### src/rtl/irqd_pkg.sv
package irqd_pkg;

    typedef enum logic [1:0] {
        ROUTE_HIGH = 2'd0,
        ROUTE_KERN = 2'd1,
        ROUTE_USER = 2'd2,
        ROUTE_DBL  = 2'd3
    } route_e;

    typedef struct packed {
        logic        taken;
        logic [31:0] pc;
        logic [31:0] ps;
        logic [31:0] spc;
        logic [31:0] sps;
        logic [3:0]  lvl;
        route_e      route;
        logic        epc_we;
        logic        eps_we;
        logic        depc_we;
        logic        cause_we;
        logic [31:0] cause;
    } disp_s;

    // Line i belongs to level (i mod nlevel) + 1.
    function automatic logic [31:0] lvl_mask(input int lvl, input int nlevel);
        logic [31:0] m;
        m = '0;
        for (int i = 0; i < 32; i++) begin
            if ((i % nlevel) + 1 == lvl) m[i] = 1'b1;
        end
        return m;
    endfunction

endpackage

### src/rtl/irqd_qual.sv
module irqd_qual #(
    parameter int NLEVEL = 6
) (
    input  logic [3:0]  pend_level_i,
    input  logic [3:0]  cur_level_i,
    input  logic [31:0] intset_i,
    input  logic [31:0] intenable_i,
    output logic        hit_o
);
    logic [31:0] live;
    logic [NLEVEL:1] lvl_hit;
    logic sel;
    logic in_range;

    assign live = intset_i & intenable_i;

    for (genvar l = 1; l <= NLEVEL; l++) begin : g_lvl
        localparam logic [31:0] MASK = irqd_pkg::lvl_mask(l, NLEVEL);
        assign lvl_hit[l] = |(MASK & live);
    end

    always_comb begin
        sel = 1'b0;
        for (int l = 1; l <= NLEVEL; l++) begin
            if (pend_level_i == 4'(l)) sel = lvl_hit[l];
        end
    end

    assign in_range = (pend_level_i > cur_level_i) && (32'(pend_level_i) <= 32'(NLEVEL));
    assign hit_o    = in_range && sel;

endmodule

### src/rtl/irqd_vec.sv
module irqd_vec #(
    parameter int          RELOC_EN    = 1,
    parameter logic [31:0] DEF_VECBASE = 32'h4000_0000,
    parameter logic [31:0] HI_OFS0     = 32'h0000_0180,
    parameter logic [31:0] HI_STRIDE   = 32'h0000_0040,
    parameter logic [31:0] KERN_OFS    = 32'h0000_0300,
    parameter logic [31:0] USER_OFS    = 32'h0000_0340,
    parameter logic [31:0] DBL_OFS     = 32'h0000_03C0
) (
    input  irqd_pkg::route_e route_i,
    input  logic [3:0]       level_i,
    input  logic [31:0]      vecbase_i,
    output logic [31:0]      target_o
);
    logic [31:0] base;
    logic [31:0] ofs;

    if (RELOC_EN != 0) begin : g_reloc
        assign base = vecbase_i;
    end else begin : g_fixed
        assign base = DEF_VECBASE;
    end

    always_comb begin
        unique case (route_i)
            irqd_pkg::ROUTE_HIGH: ofs = HI_OFS0 + (({28'd0, level_i} - 32'd2) * HI_STRIDE);
            irqd_pkg::ROUTE_KERN: ofs = KERN_OFS;
            irqd_pkg::ROUTE_USER: ofs = USER_OFS;
            default:              ofs = DBL_OFS;
        endcase
    end

    assign target_o = base + ofs;

endmodule

### src/rtl/irq_dispatch.sv
module irq_dispatch #(
    parameter int          NLEVEL      = 6,
    parameter int          EXCM_BIT    = 4,
    parameter int          UM_BIT      = 5,
    parameter int          HAS_DEPC    = 1,
    parameter int          RELOC_EN    = 1,
    parameter logic [31:0] DEF_VECBASE = 32'h4000_0000,
    parameter logic [31:0] HI_OFS0     = 32'h0000_0180,
    parameter logic [31:0] HI_STRIDE   = 32'h0000_0040,
    parameter logic [31:0] KERN_OFS    = 32'h0000_0300,
    parameter logic [31:0] USER_OFS    = 32'h0000_0340,
    parameter logic [31:0] DBL_OFS     = 32'h0000_03C0,
    parameter logic [31:0] CAUSE_L1    = 32'd4
) (
    input  logic        clk,
    input  logic        rst_n,
    input  logic        eval_i,
    input  logic [3:0]  pend_level_i,
    input  logic [31:0] ps_i,
    input  logic [31:0] pc_i,
    input  logic [31:0] intset_i,
    input  logic [31:0] intenable_i,
    input  logic [31:0] vecbase_i,
    output logic        taken_o,
    output logic [31:0] pc_o,
    output logic [31:0] ps_o,
    output logic [31:0] save_pc_o,
    output logic [31:0] save_ps_o,
    output logic [3:0]  save_lvl_o,
    output logic [1:0]  route_o,
    output logic        epc_we_o,
    output logic        eps_we_o,
    output logic        depc_we_o,
    output logic        cause_we_o,
    output logic [31:0] cause_o
);
    import irqd_pkg::*;

    localparam int LW = 4;

    disp_s            st_d, st_q;
    logic             hit;
    route_e           route_sel;
    logic [31:0]      target;

    irqd_qual #(.NLEVEL(NLEVEL)) u_qual (
        .pend_level_i (pend_level_i),
        .cur_level_i  (ps_i[LW-1:0]),
        .intset_i     (intset_i),
        .intenable_i  (intenable_i),
        .hit_o        (hit)
    );

    always_comb begin
        if (pend_level_i > 4'd1)      route_sel = ROUTE_HIGH;
        else if (ps_i[EXCM_BIT])      route_sel = ROUTE_DBL;
        else if (ps_i[UM_BIT])        route_sel = ROUTE_USER;
        else                          route_sel = ROUTE_KERN;
    end

    irqd_vec #(
        .RELOC_EN    (RELOC_EN),
        .DEF_VECBASE (DEF_VECBASE),
        .HI_OFS0     (HI_OFS0),
        .HI_STRIDE   (HI_STRIDE),
        .KERN_OFS    (KERN_OFS),
        .USER_OFS    (USER_OFS),
        .DBL_OFS     (DBL_OFS)
    ) u_vec (
        .route_i   (route_sel),
        .level_i   (pend_level_i),
        .vecbase_i (vecbase_i),
        .target_o  (target)
    );

    always_comb begin
        st_d          = st_q;
        st_d.taken    = 1'b0;
        st_d.epc_we   = 1'b0;
        st_d.eps_we   = 1'b0;
        st_d.depc_we  = 1'b0;
        st_d.cause_we = 1'b0;
        if (eval_i && hit) begin
            st_d.taken = 1'b1;
            st_d.pc    = target;
            st_d.spc   = pc_i;
            st_d.sps   = ps_i;
            st_d.lvl   = pend_level_i;
            st_d.route = route_sel;
            if (route_sel == ROUTE_HIGH) begin
                st_d.ps           = {ps_i[31:LW], pend_level_i};
                st_d.ps[EXCM_BIT] = 1'b1;
                st_d.epc_we       = 1'b1;
                st_d.eps_we       = 1'b1;
            end else begin
                st_d.ps           = ps_i;
                st_d.ps[EXCM_BIT] = 1'b1;
                st_d.cause        = CAUSE_L1;
                st_d.cause_we     = 1'b1;
                st_d.lvl          = 4'd1;
                if (route_sel == ROUTE_DBL && HAS_DEPC != 0) st_d.depc_we = 1'b1;
                else                                         st_d.epc_we  = 1'b1;
            end
        end
    end

    always_ff @(posedge clk or negedge rst_n) begin
        if (!rst_n) st_q <= '0;
        else        st_q <= st_d;
    end

    assign taken_o    = st_q.taken;
    assign pc_o       = st_q.pc;
    assign ps_o       = st_q.ps;
    assign save_pc_o  = st_q.spc;
    assign save_ps_o  = st_q.sps;
    assign save_lvl_o = st_q.lvl;
    assign route_o    = st_q.route;
    assign epc_we_o   = st_q.epc_we;
    assign eps_we_o   = st_q.eps_we;
    assign depc_we_o  = st_q.depc_we;
    assign cause_we_o = st_q.cause_we;
    assign cause_o    = st_q.cause;

endmodule

### config.mk
export PLATFORM = sky130hd
export DESIGN_NAME = irq_dispatch
export DESIGN_NICKNAME = d
export VERILOG_FILES = /design/src/rtl/irqd_pkg.sv /design/src/rtl/irqd_qual.sv /design/src/rtl/irqd_vec.sv /design/src/rtl/irq_dispatch.sv
export SDC_FILE = /design/constraint.sdc
export NUM_CORES = 1
export LEC_CHECK = 0
export ABC_AREA = 1
export BUFFER_PORTS_ARGS = -buffer_cell sky130_fd_sc_hd__buf_2
export CORE_AREA = 3 3 129 131
export CTS_CLUSTER_SIZE = 24
export DETAILED_ROUTE_END_ITERATION = 8
export DIE_AREA = 0 0 132 134
export PLACE_DENSITY_LB_ADDON = 0.12
export SYNTH_ARGS = -nofsm -noshare
export SYNTH_HDL_FRONTEND = slang
export SYNTH_SLANG_ARGS = --single-unit
### constraint.sdc
create_clock -name clk -period 1.6 [get_ports clk]
set_input_delay 0.16 -clock clk [delete_from_list [all_inputs] [get_ports clk]]
set_output_delay 0.16 -clock clk [all_outputs]
set_load 0.005 [all_outputs]
; After elaboration in Yosys (flattened, before gate mapping)
; Cells that the tools add are included.
[totals]
regBits = 140
latch_bits = 0
ram_bits = 0
rom_bits = 0
inputBits = 167
output_inout_bits = 171
wordCells = 58
memories = 0
[classes]
addsub = 3
mul = 0
n_div = 0
order_cmp = 3
n_eq_ne = 9
shifts = 0
muxes = 18
n_bitwise = 2
n_reduce_logical = 11
[op_table]
columns = cell, count
row1 = 171-bit 2-to-1 mux, 1
row2 = 32-bit case mux with 3 select lines, 1
row3 = 34-bit 2-to-1 mux, 1
row4 = 32-bit adder, 1
row5 = "9-bit by 32-bit adder with 32-bit output, first input constant", 1
row6 = 32-bit bitwise AND, 1
row7 = 5-bit OR reduction, 4
row8 = "4-bit by 3-bit == test with 1-bit output, second input constant", 3
row9 = 6-bit OR reduction, 2
row10 = 1-bit 2-to-1 mux, 10
row11 = "4-bit by 2-bit == test with 1-bit output, second input constant", 2
row12 = 4-bit 2-to-1 mux, 2
row13 = 2-bit 2-to-1 mux, 3
row14 = "4-bit by 2-bit subtractor with 5-bit output, second input constant", 1
row15 = "2-bit == test, second input constant", 2
row16 = "4-bit by 1-bit == test with 1-bit output, second input constant", 1
row17 = "4-bit by 1-bit greater-than comparator with 1-bit output, second input constant", 1
row18 = 4-bit greater-than comparator, 1
row19 = "4-bit by 3-bit less-or-equal comparator with 1-bit output, second input constant", 1
row20 = 1-bit logical AND, 3
row21 = "2-bit by 1-bit == test with 1-bit output, second input constant", 1
row22 = 2-bit zero test, 1
row23 = 2-bit AND reduction, 1
row24 = 1-bit inverter, 1

; Logic depth before layout (Yosys ltp)
; Gate-level depths: netlist of the first run.
[logic_depth]
depth_word = 11
depth_mapped = 26
ltp_nobuf = 24

; Modules after synthesis
; From an unflattened synthesis of the first run, not the netlist that was laid out.
[hier_totals]
cells_unflattened = 996
area_unflattened_um2 = 7056.8
[modules_own_cells]
columns = mod, instances, cells_each, area_per_inst_um2, seq_area_each_um2
row1 = irq_dispatch, 1, 536, 4707.0, 2827.7
row2 = irqd_vec, 1, 361, 1919.3, 0.0
row3 = irqd_qual, 1, 99, 430.4, 0.0

; Worst setup path after synthesis of the first run
; Ideal clock, no wire load.
[synth_timing]
path_kind = input-to-reg
from = input port pend_level_i[1]
to = register st_q, in the netlist pc_o[24]
setup_time_ns = 0.117
t_arrival_ns = 2.848
required_ns = 1.483
path_slack_ns = -1.366
cell_stages = 26
n_path_buf = 2
path_cell_list = inv_2 > nand2_1 > inv_1 > o21ai_0 > ha_1 > buf_2 > clkbuf_1 > nand2_1 > nand2_1 > o21ai_0 > nand2_1 > ha_1 > inv_1 > fa_1 > inv_1 > nand3_1 > nand2_1 > nand2_1 > nand2_1 > nand2_1 > nand3_1 > nand2_1 > nand2_1 > nand2_1 > nand3_1 > nand2_1
[synth_between]
elab_chain_len = 9
word_cells_on_any_way = 26
classes_between = add/sub (3) / order compare (3) / eq/ne (8) / mux (8) / reduce/logical (4)
[synth_rtl]
columns = item, line_no
row1 = "start, declared", irq_dispatch.sv:18  ; input logic [3:0] pend_level_i,
row2 = branches (longest 9 deep; another with 9-bit by 32-bit adder with 32-bit output), -
row3 = "end signal, assigned", irq_dispatch.sv:109  ; else st_q <= st_d;
row4 = "end, declared", irq_dispatch.sv:41  ; disp_s st_d, st_q;
; Parallel ways; which one is timed is not known.
; A chain may end at the register's enable or synchronous reset.

; Worst setup path in the final report of the first run
[layout_timing]
from = input port pend_level_i[2]
to = register st_q, in the netlist pc_o[24]
[layout_between]
word_cells_on_any_way = 26
classes_between = add/sub (3) / order compare (3) / eq/ne (8) / mux (8) / reduce/logical (4)
[layout_rtl]
columns = item, line_no
row1 = 4-bit by 1-bit greater-than comparator with 1-bit output *, irq_dispatch.sv:55  ; if (pend_level_i > 4'd1) route_sel = ROUTE_HIGH;
row2 = 2-bit 2-to-1 mux *, irq_dispatch.sv:55
row3 = named net route_sel[0], irq_dispatch.sv:43  ; route_e route_sel;
row4 = "2-bit == test, or another cell as far along", irqd_vec.sv:25  ; unique case (route_i)
row5 = 32-bit case mux with 3 select lines *, irqd_vec.sv:25
row6 = 32-bit adder *, irqd_vec.sv:33  ; assign target_o = base + ofs;
; Mark *: on every way through the listed nets, which the timed path passes. The rest lies on a longest branch.

==> results.py, run 1 <==
metrics = {
    "outcome": {
        "outcome": "finished, violations left",
        "violations": "setup timing",
    },
    "cells_and_area": {
        "syn2layout_area_growth_pct": 78.7,
        "final_util_pct": 79.8,
        "multi_input_area_mm2": 0.00463,
        "layout-drive-gt1-share_pct": 48.7,
        "finish.net_count": 1665,
        "fillers": 1008,
        "regArea_mm2": 0.00283,
        "final_cells": 1690,
    },
    "floorplan": {
        "floorplan.initialDensity_pct": 44.7,
        "io_pins": 338,
        "die_height_um": 134,
        "coreArea_mm2": 0.0157,
        "rows": 46,
        "dieArea_mm2": 0.0177,
        "chipWidth_um": 132,
    },
    "logic_synthesis": {
        "synth-seq-cells": 113,
        "synth_enable_flop_cells": 0,
        "synth_cells": 962,
        "yosysSeqAreaShare_pct": 40.3,
        "synthTopCellsByArea": "dfrtp_1 (40%), nand2_1 (22%), ha_1 (6.6%), buf_4 (6.3%), inv_1 (4.4%)",
        "yosys_most_used_dff": "dfrtp_1",
        "yosysWarnings": 0,
        "yosysTopAreaCell": "dfrtp_1",
        "synth_cell_types": 33,
        "synthTopCellsByCount": "nand2_1 (417), dfrtp_1 (113), inv_1 (83)",
        "synthArstFlopShare_pct": 100,
        "avgSynthCellArea_um2": 7.30,
        "syn-cell-area_mm2": 0.00702,
        "synth_top_area_share_pct": 40.3,
        "synth_most_common_cell": "nand2_1",
    },
    "pwr": {
        "internal_power_mw": 8.50,
        "power_frac_seq_pct": 34.4,
        "switching_share_pct": 35.1,
        "switching_power_mw": 4.60,
        "power_frac_clock_pct": 28.0,
        "p_leak_nw": 6.91,
        "fin_total_pwr_mw": 13.1,
        "ir_drop_mv": 0.809,
        "p_comb_share_pct": 37.7,
        "p_per_area_mw_per_mm2": 1040,
    },
    "routing": {
        "wl_um": 30300,
        "ant_nets": 0,
        "drc": 0,
        "dr.pass1.iters": 5,
        "wl_per_cell_um": 17.9,
        "route.vias.total": 8441,
        "first_iter_violations": 609,
        "vias_per_cell": 4.99,
    },
    "sta": {
        "fmax_mhz": 436,
        "finalCritPeriodShare_pct": 143,
        "setup_ws_ns": -0.692,
        "skew_ns": 0,
        "hold_violations": 0,
        "tns_ns": -19.70,
        "fin_crit_ns": 2.29,
        "rsz0062_at_grt": "true",
        "holdWs_ns": 0.0693,
        "final-setup-viol-count": 108,
        "drv_slew": 0,
    },
    "grt": {
        "grt_usage_pct": 27.9,
        "grt_overflow": 0,
        "antenna_found_initial": 1,
        "grt_pass1_wl_um": 39700,
        "grt_pass1_vias": 7717,
        "grt_max_degree": 50,
    },
    "placed_design": {
        "gp_congestion": 0.871,
        "place_hpwl_um": 18000,
        "port-buffer-count": 306,
        "dp_cells": 1538,
    },
    "cts": {
        "cts_inserted_buffers": 17,
        "clockRootBuffer": "clkbuf_16",
        "clk_pin_slew_ns": 0.06,
        "clock_sinks": 113,
        "htree_num_levels": 4,
        "clk-insertion-delay-late_ns": 0.41,
        "cts_max_path_buffers": 2,
        "cts_tree": "built",
    },
    "worst_setup_path": {
        "critPathKind": "in2reg",
        "cp.arrival_ns": 2.60,
        "slowest_delay_ns": 0.21,
        "start_kind": "input port",
        "cp_max_fo": 7,
        "critPathMostFrequentCell": "nand2_4",
        "end_kind": "flip-flop",
        "required_ns": 1.91,
        "worst_path_max_delay_cell": "fa_2",
    },
    "run": {
        "cap_viol_max_count": 0,
    },
    "worst_hold_path": {
        "hold_class": "in2reg",
    },
}
==> logic make-up after synthesis <==
kind of cell             after synthesis  share of synthesized area, %
AO/OA/AOI/OAI                         75                          5.99
buffers and inverters                166                          13.4
adder cells (fa/ha/maj)               38                          6.88
XOR/XNOR                              16                          2.00
flip-flops                           113                          40.3
other                                  1                        0.0534
AND/OR/NAND/NOR                      553                          31.4
==> sequential cells by signal (all words and copies together), names as in the netlist, 2 cells and up <==
| name | cells |
|---|---|
| save_lvl_o | 4 |
| save_pc_o | 32 |
| ps_o | 32 |
| route_o | 2 |
| save_ps_o | 5 |
| pc_o | 32 |
==> routing by layer <==
| layer | part of all wire (%) | routed length, um | global-route usage (%) |
|---|---|---|---|
| met1 | 38 | 11600 | 34.5 |
| met2 | 52 | 15800 | 48.9 |
| met3 | 6.6 | 2010 | 6.53 |
| met4 | 3.1 | 938 | 8.28 |
| met5 | 0 | 0 | 0 |
==> area by class of cell <==
cell class | instances | area share [%]
antenna | 1 | 0.0199
clock buffer | 20 | 3.64
clock inverter | 12 | 0.868
inverter | 84 | 2.69
multi-input combinational | 714 | 36.9
sequential | 113 | 22.5
tap | 216 | 2.15
timing repair buffer | 530 | 31.2
==> worst paths after layout <==
kind,slack (ns),cells after the start,to,start
min reg2reg,0.47,2,save_pc_o[30],save_pc_o[30]
max,-0.69,25,pc_o[24],pend_level_i[2]
min in group asynchronous,0.29,2,pc_o[2],rst_n
max in group asynchronous,0.70,3,save_pc_o[15],rst_n
min,0.07,3,ps_o[5],ps_i[5]
max reg2reg,0.82,1,ps_o[4],ps_o[4]
==> stage by stage <==
| step | setup slack (ns) | area (um^2) |
|---|---|---|
| floorplan | -0.889 | 7310 |
| global placement | -1.32 | 9410 |
| detailed placement | -1.37 | 9410 |
| CTS | -0.583 | 11300 |
| global route | -0.796 | 12500 |
| finish | -0.692 | 12500 |
==> power by group through the flow <==
stage / Sequential [mW] / Clock [mW] / Combinational (mW)
global placement: 4.39 / 0 / 3.76
finish: 4.50 / 3.66 / 4.94
floorplan: 4.51 / 0 / 1.82
detailed placement: 4.42 / 0 / 3.83
global route: 4.63 / 3.81 / 5.34
CTS: 4.39 / 3.66 / 4.29
==> layout by cell type (no fill, tap or decap), drive strengths merged <==
master / synthesis / routed
conb: 1 / 31
nor2: 60 / 60
ha: 37 / 37
diode: 0 / 1
clkinvlp: 0 / 5
nand2: 418 / 418
clkinv: 0 / 4
o211ai: 2 / 2
xnor2: 11 / 11
inv: 84 / 86
o21ai: 41 / 41
bufinv: 0 / 1
o21a: 2 / 2
xor2: 5 / 5
a31oi: 1 / 1
buf: 74 / 455
nor3: 5 / 5
nand3: 49 / 50
or2: 1 / 1
a21boi: 2 / 2
fa: 1 / 1
o21bai: 3 / 3
nand3b: 2 / 2
clkbuf: 8 / 30
dfrtp: 113 / 113
a22o: 2 / 2
and3: 1 / 1
a21o: 1 / 1
dlygate4sd3: 0 / 65
nand4: 16 / 16
nor3b: 1 / 1
a21oi: 21 / 21
==> timing repair <==
item / CTS / global route
setup buffers: 18 / 25
endpoints found under the setup margin: 25 / 106
cloned: 0 / 16
hold buffers: 65 / 0
resized for setup: 123 / 184
pin swaps: 56 / 100
hold endpoints to repair: 89 / 0
==> critical path: cells and delay by family <==
kind | cells | cell delay [ns]
AOI/OAI and AO/OA | 2 | 0.24
buffers and inverters | 5 | 0.41
adders and majority gates | 3 | 0.58
and+or+nand+nor | 15 | 1.21
Power figures use the tool's default switching activity.
==> run 2, diff against run 1 <==
Settings changed: BUFFER_PORTS_ARGS -buffer_cell sky130_fd_sc_hd__buf_2 to -buffer_cell sky130_fd_sc_hd__buf_4, MAX_ROUTING_LAYER set to met4, SKIP_LAST_GASP set to 1.
==> results.py, run 2 (synthesis results as in run 1) <==
metrics = {
    "grt": {
        "grt_overflow": 0,
        "grt_max_degree": 51,
        "grt_usage_pct": 31.8,
        "grt_pass1_vias": 8332,
        "grt_pass1_wl_um": 43300,
        "antenna_found_initial": 0,
    },
    "cells_and_area": {
        "finish.net_count": 1659,
        "regArea_mm2": 0.00283,
        "final_common_cell": "buf_4",
        "antennaDiodeCount": 0,
        "multi_input_area_mm2": 0.00452,
        "stdcell_area_mm2": 0.0130,
        "syn2layout_area_growth_pct": 84.9,
        "layout-drive-gt1-share_pct": 46.1,
        "fillers": 898,
        "layout_common_cells": "buf_4 (428), nand2_1 (372), dfrtp_1 (113), inv_1 (65), dlygate4sd3_1 (65)",
    },
    "outcome": {
        "violations": "setup timing",
        "outcome": "finished, violations left",
    },
    "placed_design": {
        "gp_congestion": 0.934,
        "placed_area_mm2": 0.0102,
        "port-buffer-count": 306,
        "place_hpwl_um": 18400,
        "pre_cts_ws_ns": -1.25,
    },
    "floorplan": {
        "chipWidth_um": 132,
        "coreArea_mm2": 0.0157,
        "dieArea_mm2": 0.0177,
        "rows": 46,
        "die_height_um": 134,
        "io_pins": 338,
        "floorplan.initialDensity_pct": 44.7,
    },
    "cts": {
        "cts_tree": "built",
        "cts_max_path_buffers": 2,
        "clk-insertion-delay-late_ns": 0.41,
        "cts_inserted_buffers": 17,
        "htree_num_levels": 4,
        "clk_pin_slew_ns": 0.06,
        "clock_sinks": 113,
        "clockRootBuffer": "clkbuf_16",
    },
    "routing": {
        "vias_per_cell": 5.08,
        "route.vias.total": 8542,
        "dr.pass1.iters": 7,
        "ant_nets": 0,
        "wl_per_cell_um": 18.1,
        "wl_um": 30500,
        "first_iter_violations": 565,
        "drc": 0,
    },
    "sta": {
        "drv_slew": 0,
        "holdWs_ns": 0.0131,
        "skew_ns": 0,
        "fin_crit_ns": 2.32,
        "setup_ws_ns": -0.720,
        "fmax_mhz": 431,
        "tns_ns": -14.34,
        "hold_violations": 0,
        "finalCritPeriodShare_pct": 145,
        "final-setup-viol-count": 26,
        "rsz0062_at_grt": "true",
    },
    "worst_hold_path": {
        "min_from": "ps_i[3]",
        "hold_class": "in2reg",
    },
    "worst_setup_path": {
        "crit_chain": "buf_8, nor2_4, nand2_4, a21oi_4, buf_6, ha_4, inv_2, buf_4, o211ai_1, ha_2, nand2_2, inv_2, nand2_1, nand2_1, nand2_1, nand3b_1, buf_4, xnor2_1, o21ai_0",
        "worst_path_max_delay_cell": "ha_2",
        "critPathKind": "in2reg",
        "cp.arrival_ns": 2.60,
        "crit_path_start": "pend_level_i[2]",
        "required_ns": 1.88,
        "r2r-start": "ps_o[4]",
        "start_kind": "input port",
        "critPathMostFrequentCell": "nand2_1",
        "cp_max_fo": 5,
        "slowest_delay_ns": 0.39,
        "end_kind": "flip-flop",
    },
    "run": {
        "cap_viol_max_count": 0,
    },
    "pwr": {
        "p_leak_nw": 7.01,
        "ir_drop_mv": 0.781,
        "p_per_area_mw_per_mm2": 1090,
    },
}
==> run 2: cell count changes in the layout (fill, tap and decap cells not counted), moves of 7 or more <==
cell,before,now
clkbuf_16,27,20
nor2_1,34,27
buf_12,15,8
buf_2,302,1
nand2_1,334,372
o21ai_0,10,20
buf_4,105,428
nand2_4,26,18
buf_6,26,12
o21ai_1,23,14
nand2_2,57,27
==> run 2: cell type report <==
class	count	share of cell area (%)
inverter	84	2.53
timing repair buffer	525	34.0
clock buffer	19	3.41
multi-input combinational	713	34.8
clock inverter	13	1.42
tap	216	2.08
sequential	113	21.8
==> run 2: power by group <==
group / leakage (nW) / switching (mW) / internal (mW) / total, mW
combinational: 5.26 / 2.49 / 3.09 / 5.58
sequential: 1.45 / 0.690 / 3.84 / 4.53
clock: 0.300 / 1.41 / 2.65 / 4.06
total: 7.01 / 4.59 / 9.58 / 14.2
==> run 2: worst paths after layout <==
check / endpoint / slack (ns) / depth (start not counted)
worst max-delay path: pc_o[15] / -0.72 / 19
worst min-delay path: ps_o[3] / 0.01 / 3
worst max register to register: ps_o[4] / 0.82 / 1
worst min register to register: ps_o[4] / 0.47 / 1
max in group asynchronous: ps_o[8] / 0.77 / 3
min in group asynchronous: ps_o[30] / 0.21 / 2
==> run 2: worst max-delay path, delay by kind of cell <==
| kind | cells | cell delay, ns |
|---|---|---|
| compound gates | 3 | 0.42 |
| fa+ha+maj | 2 | 0.55 |
| xor+xnor | 1 | 0.15 |
| buf+inv | 6 | 0.67 |
| simple gates | 7 | 0.66 |
==> run 2: stage by stage <==
stage               power [mW]  util (%)  cells
floorplan                 6.34         -    992
global placement          8.98      64.9   1546
detailed placement        9.10      64.9   1546
CTS                       13.7      78.1   1664
global route              14.9      82.6   1683
finish                    14.2      82.6   1683
==> run 2: routing by layer <==
metal / vias to the layer above / global-route usage, % / share of wire (%)
met4: 0 / 13.9 / 4.9
met5: - / - / 0
met2: 413 / 55.3 / 52
met3: 114 / 6.68 / 7.0
met1: 4084 / 35.6 / 36
li1: 3931 / - / -
==> run 2: what timing repair did <==
item / in CTS / in global routing
hold buffers: 65 / 0
hold endpoints to repair: 89 / 0
pin swaps: 68 / 65
buffers inserted: 21 / 17
setup endpoints to repair: 27 / 102
cloned: 1 / 3
gates resized for setup: 132 / 109
==> run 3, diff against run 2 <==
Settings changed: RECOVER_POWER set to 25.
==> results.py, run 3 (synthesis results as in run 1) <==
metrics = {
    "outcome": {
        "outcome": "finished, violations left",
        "violations": "setup timing",
    },
    "routing": {
        "first_iter_violations": 543,
        "ant_nets": 0,
        "wl_um": 30300,
        "wl_per_cell_um": 18.0,
        "drc": 0,
        "route.vias.total": 8477,
        "vias_per_cell": 5.04,
        "dr.pass1.iters": 8,
    },
    "worst_setup_path": {
        "crit_chain": "buf_8, nor2_4, nand2_4, a21oi_4, buf_6, ha_4, inv_2, buf_4, o211ai_1, ha_2, nand2_2, inv_2, nand2_1, nand2_1, nand2_1, nand3b_1, buf_4, xnor2_1, o21ai_0",
        "critPathBufInv": 6,
        "required_ns": 1.88,
        "r2r-start": "ps_o[4]",
        "r2r_cells": 1,
        "start_kind": "input port",
        "worst-path-stages": 19,
        "critPathKind": "in2reg",
        "end_kind": "flip-flop",
        "reg2reg_setup_slack_ns": 0.82,
        "path_delay_family": "simple AND/OR/NAND/NOR gates",
        "critPathMostFrequentCell": "nand2_1",
        "cp_max_fo": 5,
        "cp.arrival_ns": 2.61,
        "r2r_end": "ps_o[4]",
        "slowest_delay_ns": 0.39,
        "worst_path_max_delay_cell": "ha_2",
    },
    "floorplan": {
        "coreArea_mm2": 0.0157,
        "rows": 46,
        "floorplan.initialDensity_pct": 44.7,
        "dieArea_mm2": 0.0177,
        "io_pins": 338,
        "chipWidth_um": 132,
        "die_height_um": 134,
    },
    "cells_and_area": {
        "syn2layout_area_growth_pct": 84.5,
        "final_util_pct": 82.4,
        "final_common_cell": "buf_4",
        "finish.net_count": 1659,
        "layout_common_cells": "buf_4 (428), nand2_1 (372), dfrtp_1 (113), inv_1 (65), dlygate4sd3_1 (65)",
        "layout-drive-gt1-share_pct": 46.1,
        "antennaDiodeCount": 0,
    },
    "cts": {
        "htree_num_levels": 4,
        "cts_tree": "built",
        "clk_pin_slew_ns": 0.06,
        "clk-insertion-delay-late_ns": 0.41,
        "clock_sinks": 113,
        "clockRootBuffer": "clkbuf_16",
        "cts_max_path_buffers": 2,
        "cts_inserted_buffers": 17,
    },
    "worst_hold_path": {
        "hold_class": "in2reg",
        "min_from": "ps_i[3]",
        "whs_path_depth": 3,
        "hold_end": "ps_o[3]",
    },
    "pwr": {
        "fin_total_pwr_mw": 14.2,
        "p_leak_nw": 7.00,
        "p_per_area_mw_per_mm2": 1090,
        "ir_drop_mv": 0.781,
    },
    "sta": {
        "skew_ns": 0,
        "slew_headroom_pct": 55.2,
        "finalCritPeriodShare_pct": 146,
        "final-setup-viol-count": 25,
        "fin_crit_ns": 2.33,
        "fmax_mhz": 429,
        "drv_slew": 0,
        "setup_ws_ns": -0.730,
        "rsz0062_at_grt": "true",
        "hold_violations": 0,
        "worstMarginPinSlew_ns": 0.672,
    },
    "grt": {
        "grt_overflow": 0,
        "grt_usage_pct": 31.8,
        "grt_pass1_wl_um": 43300,
        "grt_max_degree": 51,
        "antenna_found_initial": 0,
        "grt_pass1_vias": 8332,
    },
    "placed_design": {
        "gp_congestion": 0.934,
        "place_hpwl_um": 18400,
        "port-buffer-count": 306,
    },
    "run": {
        "cap_viol_max_count": 0,
    },
}
-- run 3: cell count changes in the layout (fill, tap and decap cells not counted) --
| cell | previous run | this run |
|---|---|---|
| buf_12 | 8 | 6 |
| clkbuf_2 | 0 | 1 |
| clkbuf_4 | 0 | 1 |
-- run 3: power by group --
group	switching [mW]	total (mW)	leakage, nW	internal [mW]
clock	1.42	4.07	0.300	2.65
combinational	2.49	5.57	5.25	3.08
sequential	0.686	4.53	1.45	3.84
total	4.59	14.2	7.00	9.57
-- run 3: tightest hold or removal path: stages --
cell     delay (ns)
buf_4          0.10
nand3_1        0.07
nand2_1        0.06
-- run 3: layout make-up --
cell class / count / area, um^2
Fill cell: 903 / 2760
Clock buffer: 19 / 443
Clock inverter: 13 / 184
Multi-Input combinational cell: 713 / 4520
Tap cell: 216 / 270
Inverter: 84 / 328
Sequential cell: 113 / 2830
Timing Repair Buffer: 525 / 4380
-- run 3: how the worst max path moves through the flow --
stage                     from  endpoint  slack [ns]
4_1_cts        pend_level_i[3]  pc_o[26]       -0.55
2_1_floorplan  pend_level_i[2]  pc_o[24]       -0.89
5_1_grt        pend_level_i[2]  pc_o[15]       -0.95
3_5_place_dp   pend_level_i[2]  pc_o[22]       -1.25
6_report       pend_level_i[2]  pc_o[15]       -0.73
3_3_place_gp   pend_level_i[2]  pc_o[22]       -1.22
-- run 3: stage by stage --
stage	std cells	hold WS, ns	instance area (um^2)	setup TNS, ns	worst slack (ns)
2_1_floorplan	992	-0.136	7310	-17.77	-0.889
3_3_place_gp	1546	0.103	10200	-57.48	-1.22
3_5_place_dp	1546	0.103	10200	-59.37	-1.25
4_1_cts	1664	0.0113	12300	-11.75	-0.549
5_1_grt	1683	0.0316	13000	-18.24	-0.948
6_report	1683	0.0144	13000	-14.32	-0.730
-- run 3: repair_timing --
action	CTS	global route
endpoints found under the setup margin	27	102
cloned	1	3
gates resized for setup	132	109
buffers inserted	21	17
endpoints found under the hold margin	89	0
pin swaps	68	65
hold buffers	65	0
-- run 3: per-layer routing --
metal | global-route usage [%] | wire, um | up-vias
met5 | - | 0 | -
met4 | 13.9 | 1540 | 0
met3 | 6.68 | 2180 | 120
met2 | 55.3 | 15800 | 412
met1 | 35.6 | 10900 | 4017
li1 | - | - | 3928
